==> src/rtl/cbarb_pkg.sv <==
package cbarb_pkg;
  typedef enum logic [1:0] {
    ST_IDLE  = 2'd0,
    ST_ISSUE = 2'd1,
    ST_WAIT  = 2'd2
  } arb_state_e;
endpackage

==> src/rtl/cbarb_rr_pick.sv <==
module cbarb_rr_pick #(
  parameter int NCPU = 4,
  parameter int IDW  = (NCPU > 1) ? $clog2(NCPU) : 1
) (
  input  logic            clk,
  input  logic            rst_n,
  input  logic [NCPU-1:0] req,
  input  logic [IDW-1:0]  start,
  output logic            found,
  output logic [IDW-1:0]  idx
);
  // Scan offsets from far to near so the nearest requester overwrites last.
  always_comb begin
    logic [IDW-1:0] cand;
    found = |req;
    idx   = start;
    for (int k = NCPU - 1; k >= 0; k--) begin
      cand = start + IDW'(k);
      if (req[cand]) idx = cand;
    end
  end

  p_pick_real_r3: assert property (@(posedge clk) disable iff (!rst_n)
    found |-> req[idx]);
  p_pick_start_r3: assert property (@(posedge clk) disable iff (!rst_n)
    req[start] |-> (idx == start));
endmodule

==> src/rtl/cbarb_mux.sv <==
module cbarb_mux #(
  parameter int NCPU = 4,
  parameter int AW   = 32,
  parameter int DW   = 128,
  parameter int BEW  = DW / 8,
  parameter int IDW  = (NCPU > 1) ? $clog2(NCPU) : 1
) (
  input  logic [IDW-1:0]     gnt_idx,
  input  logic               gnt_instr,
  input  logic [NCPU*AW-1:0] i_addr,
  input  logic [NCPU-1:0]    d_write,
  input  logic [NCPU*AW-1:0] d_addr,
  input  logic [NCPU*DW-1:0] d_wdata,
  input  logic [NCPU*BEW-1:0] d_be,
  output logic [AW-1:0]      addr,
  output logic               write,
  output logic [DW-1:0]      wdata,
  output logic [BEW-1:0]     be
);
  always_comb begin
    if (gnt_instr) begin
      addr  = i_addr[gnt_idx*AW +: AW];
      write = 1'b0;
      wdata = '0;
      be    = '1;
    end else begin
      addr  = d_addr[gnt_idx*AW +: AW];
      write = d_write[gnt_idx];
      wdata = d_wdata[gnt_idx*DW +: DW];
      be    = d_be[gnt_idx*BEW +: BEW];
    end
  end
endmodule

==> src/rtl/cbarb_snoop.sv <==
module cbarb_snoop #(
  parameter int NCPU = 4,
  parameter int AW   = 32,
  parameter int IDW  = (NCPU > 1) ? $clog2(NCPU) : 1
) (
  input  logic            clk,
  input  logic            rst_n,
  input  logic            fire,
  input  logic [IDW-1:0]  writer,
  input  logic [AW-1:0]   addr,
  output logic [NCPU-1:0] snoop_valid,
  output logic [AW-1:0]   snoop_addr
);
  for (genvar c = 0; c < NCPU; c++) begin : g_peer
    always_ff @(posedge clk) begin
      if (!rst_n) snoop_valid[c] <= 1'b0;
      else        snoop_valid[c] <= fire && (writer != IDW'(c));
    end
  end

  always_ff @(posedge clk) begin
    if (!rst_n)    snoop_addr <= '0;
    else if (fire) snoop_addr <= addr;
  end

  p_snoop_peers_r8: assert property (@(posedge clk) disable iff (!rst_n)
    (|snoop_valid) |-> ($countones(snoop_valid) == NCPU - 1));
  p_snoop_pulse_r8: assert property (@(posedge clk) disable iff (!rst_n)
    (|snoop_valid) |=> (snoop_valid == '0));
endmodule

==> src/rtl/cbarb_top.sv <==
module cbarb_top #(
  parameter int NCPU = 4,
  parameter int AW   = 32,
  parameter int DW   = 128,
  parameter int BEW  = DW / 8
) (
  input  logic               clk,
  input  logic               rst_n,
  input  logic [NCPU-1:0]    i_valid,
  output logic [NCPU-1:0]    i_ready,
  input  logic [NCPU*AW-1:0] i_addr,
  input  logic [NCPU-1:0]    d_valid,
  output logic [NCPU-1:0]    d_ready,
  input  logic [NCPU-1:0]    d_write,
  input  logic [NCPU*AW-1:0] d_addr,
  input  logic [NCPU*DW-1:0] d_wdata,
  input  logic [NCPU*BEW-1:0] d_be,
  output logic [NCPU-1:0]    i_rsp_valid,
  output logic [NCPU-1:0]    d_rsp_valid,
  output logic [DW-1:0]      rsp_rdata,
  output logic               l2_req_valid,
  input  logic               l2_req_ready,
  output logic [AW-1:0]      l2_addr,
  output logic               l2_write,
  output logic [DW-1:0]      l2_wdata,
  output logic [BEW-1:0]     l2_be,
  input  logic               l2_rsp_valid,
  input  logic [DW-1:0]      l2_rsp_rdata,
  output logic [NCPU-1:0]    snoop_valid,
  output logic [AW-1:0]      snoop_addr
);
  import cbarb_pkg::*;

  localparam int IDW = (NCPU > 1) ? $clog2(NCPU) : 1;

  arb_state_e     state;
  logic [IDW-1:0] ptr;
  logic [IDW-1:0] gnt_idx;
  logic           gnt_instr;

  logic           i_found, d_found;
  logic [IDW-1:0] i_pick, d_pick;
  logic           accept, snoop_fire;

  cbarb_rr_pick #(.NCPU(NCPU), .IDW(IDW)) u_ipick (
    .clk(clk), .rst_n(rst_n), .req(i_valid), .start(ptr),
    .found(i_found), .idx(i_pick));

  cbarb_rr_pick #(.NCPU(NCPU), .IDW(IDW)) u_dpick (
    .clk(clk), .rst_n(rst_n), .req(d_valid), .start(ptr),
    .found(d_found), .idx(d_pick));

  always_ff @(posedge clk) begin
    if (!rst_n) begin
      state     <= ST_IDLE;
      ptr       <= '0;
      gnt_idx   <= '0;
      gnt_instr <= 1'b0;
    end else begin
      case (state)
        ST_IDLE: if (i_found || d_found) begin
          gnt_instr <= i_found;
          gnt_idx   <= i_found ? i_pick : d_pick;
          state     <= ST_ISSUE;
        end
        ST_ISSUE: if (l2_req_ready) state <= ST_WAIT;
        ST_WAIT: if (l2_rsp_valid) begin
          ptr   <= gnt_idx + IDW'(1);
          state <= ST_IDLE;
        end
        default: state <= ST_IDLE;
      endcase
    end
  end

  assign l2_req_valid = (state == ST_ISSUE);
  assign accept       = l2_req_valid && l2_req_ready;

  cbarb_mux #(.NCPU(NCPU), .AW(AW), .DW(DW), .BEW(BEW), .IDW(IDW)) u_mux (
    .gnt_idx(gnt_idx), .gnt_instr(gnt_instr), .i_addr(i_addr),
    .d_write(d_write), .d_addr(d_addr), .d_wdata(d_wdata), .d_be(d_be),
    .addr(l2_addr), .write(l2_write), .wdata(l2_wdata), .be(l2_be));

  for (genvar c = 0; c < NCPU; c++) begin : g_route
    logic mine;
    assign mine           = (gnt_idx == IDW'(c));
    assign i_ready[c]     = accept && mine && gnt_instr;
    assign d_ready[c]     = accept && mine && !gnt_instr;
    assign i_rsp_valid[c] = (state == ST_WAIT) && l2_rsp_valid && mine && gnt_instr;
    assign d_rsp_valid[c] = (state == ST_WAIT) && l2_rsp_valid && mine && !gnt_instr;
  end

  assign rsp_rdata  = l2_rsp_rdata;
  assign snoop_fire = accept && !gnt_instr && l2_write;

  cbarb_snoop #(.NCPU(NCPU), .AW(AW), .IDW(IDW)) u_snoop (
    .clk(clk), .rst_n(rst_n), .fire(snoop_fire), .writer(gnt_idx),
    .addr(l2_addr), .snoop_valid(snoop_valid), .snoop_addr(snoop_addr));

  p_single_txn_r1: assert property (@(posedge clk) disable iff (!rst_n)
    accept |=> !l2_req_valid);
  p_instr_first_r2: assert property (@(posedge clk) disable iff (!rst_n)
    (state == ST_IDLE && (|i_valid)) |=> gnt_instr);
  p_one_ready_r4: assert property (@(posedge clk) disable iff (!rst_n)
    $onehot0({i_ready, d_ready}));
  p_l2_hold_r5: assert property (@(posedge clk) disable iff (!rst_n)
    (l2_req_valid && !l2_req_ready) |=> (l2_req_valid && $stable(l2_addr) && $stable(l2_write)));
  p_one_rsp_r7: assert property (@(posedge clk) disable iff (!rst_n)
    $onehot0({i_rsp_valid, d_rsp_valid}));
  p_snoop_after_write_r8: assert property (@(posedge clk) disable iff (!rst_n)
    (accept && l2_write) |=> (|snoop_valid || NCPU == 1));
endmodule

==> config.mk <==
export PLATFORM = sky130hd
export DESIGN_NAME = cbarb_top
export DESIGN_NICKNAME = d
export VERILOG_FILES = /design/src/rtl/cbarb_pkg.sv /design/src/rtl/cbarb_rr_pick.sv /design/src/rtl/cbarb_mux.sv /design/src/rtl/cbarb_snoop.sv /design/src/rtl/cbarb_top.sv
export SDC_FILE = /design/constraint.sdc
export NUM_CORES = 1
export LEC_CHECK = 0
export BUFFER_PORTS_ARGS = -buffer_cell sky130_fd_sc_hd__buf_4
export CORE_AREA = 2 2 526 528
export DETAILED_ROUTE_END_ITERATION = 6
export DIE_AREA = 0 0 528 530
export PLACE_DENSITY_LB_ADDON = 0.05
export SKIP_LAST_GASP = 1
export SLEW_MARGIN = 10
export SYNTH_ARGS = -nofsm -noshare
export SYNTH_HDL_FRONTEND = slang
export SYNTH_HIERARCHICAL = 1
export SYNTH_SLANG_ARGS = --single-unit
==> constraint.sdc <==
create_clock -name clk -period 2.3 [get_ports clk]
set_clock_uncertainty 0.15 [all_clocks]
set_input_delay 0.23 -clock clk [delete_from_list [all_inputs] [get_ports clk]]
set_output_delay 0.23 -clock clk [all_outputs]
set_load 0.05 [all_outputs]
==> summary.md <==
| Metric | Value |
|---|---|
| Die outline height | `around 530 um` |
| Largest fanout on the critical path | `8` |
| Data required, critical path | `~1.9 ns` |
| Final number of hold-violating endpoints | `0` |
| Final HPWL from detailed placement | `110000 um` |
| Setup violators final | `229` |
| Synth Instances | `787` |
| Vias per std cell | `around 2.2` |
| Worst path depth | `6` |
| Clock buffers created by TritonCTS | `5` |
| Insertion delay to the later sink of the worst-skew pair | `0.35 ns` |
| Synth Warn # | `6` |
| Reg2Reg Capture Point | `u_snoop/snoop_addr[30]$_SDFFE_PN0P_` |
| Post-route setup slack | `-0.291 ns` |
| Worst slack on hold paths | `~0.10 ns` |
| Total detailed-routing wirelength | `between 100000 and 150000 um` |
| Number of detailed-route iterations in the first pass | `6` |
| Critical path startpoint | `gnt_idx[0]$_SDFFE_PN0P_` |
| Max-cap check violation count | `0` |
| Critical path launch point type | `flip-flop` |
| Violation count after the first detailed-routing iteration | `300` |
| Distinct cell type count of the synthesized netlist | `34` |
| Critical setup path kind | `reg2out` |
| Clock sinks | `43` |
| Reg2Reg Depth | `11` |
| Share of cells above drive strength 1 | `0.879` |
| Part of the cycle the worst path needs | `1.13` |
| First-pass GRT wire length | `153000 um` |
| Sequential cell area | `around 870 um2` |
| Async set-or-reset flop fraction in the synthesized netlist | `0` |
| Total I/O pin count | `around 1300` |
| Worst R2R Start | `gnt_idx[0]$_SDFFE_PN0P_` |
| P per Cell Area | `roughly 450 mW/mm2` |
| Combinational group share of total power | `0.842` |
| Hold Path Class | `in2reg` |
| Remaining routing DRC violations | `0` |
| Rows | `between 150 and 200` |
| Mapped Avg Cell Area | `about 12 um2` |
| Violations in the final reports | `setup timing` |
| Share of the yosys chip area belonging to registers | `0.0914` |
| Pin count of the biggest net entering global routing | `58` |
| Kind of cell adding the most delay to the critical path | `buffers and inverters` |
| Part of the total power dissipated in sequential elements | `0.071` |
| Core area | `0.275 mm2` |
| Final Non-Filler Cells | `between 5000 and 6000` |
| Setup repair after global routing missed its margin | `true` |
| IR Drop Worst-Case VDD | `a little over 0.3 mV` |
| Number of buffer cells added on primary ports | `between 1000 and 1500` |
| Vias in the first global route | `approximately 14000` |
| Cell with the largest stage delay on the worst path | `mux4_2` |
| Total net switching power | `approximately 0.0055 W` |
| Switching power share of the total | `0.480` |
| Gr usage total | `0.0842` |
| Pint | `0.00594 W` |
| Cell type contributing the most total cell area after synthesis | `mux4_2` |
| Critical Path Max Stage Delay | `between 0.5 and 0.6 ns` |
| Vias | `between 10000 and 15000` |
| Summed instance area of the synthesized netlist | `0.00941 mm2` |
| Final weighted congestion in routability-driven placement | `just under 0.9` |
| Pin slew with the least headroom to its limit | `~0.62 ns` |
| Number of antenna-violating nets in the routed design | `0` |
| Category of the worst setup path capture point | `output pin` |
| Placed cells | `5358` |
| CTS tree | `built` |
| Place WS | `-0.146 ns` |
| Number of fill cells in the layout | `~32000` |
| Worst EP arrival | `between 2 and 2.5 ns` |
| Effective utilization at floorplan | `0.0343` |
| Highest clock frequency the design can meet | `~390 MHz` |
| Multi-input combinational cell area | `roughly 0.0079 mm2` |
| Total nets after synthesis | `approximately 1800` |
| Number of buffers and inverters on the critical path | `4` |
| EDFF count, synth | `0` |
| Clock tree root driver cell | `clkbuf_16` |
| CTS Buffer Depth | `2` |
| Period minus WS final | `2.59 ns` |
| Number of H-tree branching levels | `2` |
| Static leakage power | `9.77 nW` |
| Growth of design area from synthesis to finish | `167%` |
| Horizontal die dimension | `528 um` |
| Top cells by area, synth | `mux4_2 50%, nor2b_1 11%, buf_4 10%, dfxtp_1 9.1%, mux2_2 3.8%` |
| Max-slew headroom at the worst pin | `0.589` |
| Residual overflow from global routing | `0` |
| CP endpoint | `l2_wdata[52]` |
| Clk network pwr share | `0.088` |
| Initial antenna violation count | `32` |
| Predominant post-synthesis flop cell | `dfxtp_1` |
| Share of Yosys cell area claimed by the top area cell type | `0.500` |
| Internal reg-to-reg setup slack | `-0.21 ns` |
| Run status | `complete, but fails checks` |
| WL per Instance | `approximately 23 um` |
| Final-report max-slew violation count | `0` |
| Final-stage net count | `~2800` |
| Clock edge transition at the registers on the reported setup and hold paths | `0.08 ns` |
| Floorplan die area | `roughly 0.28 mm2` |
| Number of synthesized register bits | `43` |
| Series of cell instances along the critical path | `buf_12 -> buf_16 -> clkbuf_16 -> mux4_2 -> nor2b_2 -> buf_6` |
-- through the flow --
| stage | total power [W] | cell area (um2) | util | TNS [ns] |
|---|---|---|---|---|
| floorplan | 0.00559 | 9450 | - | 0 |
| global placement | 0.00897 | 21600 | 0.0787 | -3.48 |
| detailed placement | 0.00893 | 21600 | 0.0787 | -3.98 |
| CTS | 0.0117 | 24600 | 0.0896 | -56.87 |
| global route | 0.0121 | 25100 | 0.0915 | -63.36 |
| finish | 0.0114 | 25200 | 0.0916 | -36.09 |
-- how the worst min path moves through the flow --
stage | from | endpoint | slack, ns | depth (start not counted)
2_1_floorplan | rst_n | state[0]$_SDFFE_PN0P_ | 0.20 | 1
3_3_place_gp | l2_rsp_rdata[105] | rsp_rdata[105] | 0.31 | 0
3_5_place_dp | l2_rsp_rdata[105] | rsp_rdata[105] | 0.31 | 0
4_1_cts | l2_rsp_valid | state[1]$_SDFFE_PN0P_ | 0.06 | 4
5_1_grt | l2_rsp_valid | state[1]$_SDFFE_PN0P_ | 0.12 | 4
6_report | l2_rsp_valid | state[1]$_SDFFE_PN0P_ | 0.10 | 4
-- layout make-up --
type,instances,share of cell area
antenna,15,0.00149
clock buffer,7,0.00651
clock inverter,1,0.000348
inverter,7,0.00134
multi-input combinational,536,0.313
sequential,43,0.0347
tap,3607,0.179
timing repair buffer,1255,0.463
-- worst min-delay path, cell delays in order --
cell and delay (ns):
buf_4 0.09, nor2_1 0.03, a22oi_1 0.14, nor2_1 0.05
-- cells by family after synthesis --
family                     after synthesis  share of synthesized area
AOI/OAI and AO/OA                       24                     0.0175
adders and majority gates                4                    0.00532
buffers and inverters                  208                      0.158
DFF                                     43                     0.0914
muxes                                  275                      0.574
and+or+nand+nor                        233                      0.153
-- layout by cell type, fill, tap and decap left out, drive strengths merged, types with 8 or more instances in the layout --
cell type  Yosys  layout
a21oi         11      11
and2          14      14
buf          177    1251
clkbuf        24       9
dfxtp         43      43
diode          0      15
inv            7       8
mux2          32      32
mux2i         34      34
mux4         209     209
nand2         11      11
nor2           8       8
nor2b        163     163
or2           17      17
-- per-layer routing --
layer | share of wire | vias to the layer above | global-route usage
met1 | 0.32 | 5768 | 0.0769
met2 | 0.53 | 841 | 0.158
met4 | 0.029 | 24 | 0.0279
li1 | - | 5071 | -
met3 | 0.12 | 77 | 0.0447
met5 | 0.0012 | - | 0.000342
-- sequential cells by signal, summed over array words and instances, names as in the netlist --
signal	count
gnt_idx	2
gnt_instr	1
ptr	2
state	2
u_snoop/snoop_addr	32
u_snoop/snoop_valid	4
-- power groups by stage --
stage,sequential (W),combinational (W),clock [W]
2_1_floorplan,0.000878,0.00471,0
3_3_place_gp,0.000847,0.00813,0
3_5_place_dp,0.000846,0.00809,0
4_1_cts,0.000811,0.00969,0.00115
5_1_grt,0.000814,0.0102,0.00113
6_report,0.000807,0.00962,0.00100
-- cell usage after synthesis, types with 2 or more instances --
library cell and count:
and2b_2 4, mux4_2 209, a211oi_2 2, and3_1 5, o21ai_0 4, or4_1 2
nor2b_1 162, inv_1 7, nand2_1 11, or2_1 17, and2b_1 2, buf_6 19
nor2_1 8, buf_4 130, and3b_1 3, mux2_2 32, and2_1 13, a2bb2oi_1 2
mux2i_1 34, dfxtp_1 43, buf_2 24, buf_12 3, clkbuf_1 24, a21oi_1 11
o221a_2 2, ha_1 4, nor3_1 3
-- timing repair --
action | in CTS | in global routing
pin swaps | 2 | 0
hold buffers | 1 | 0
setup endpoints to repair | 227 | 224
hold endpoints to repair | 1 | 0
setup buffers | 74 | 23
gates cloned | 12 | 2
resized for setup | 436 | 125
(Power assumes the default switching activity.)
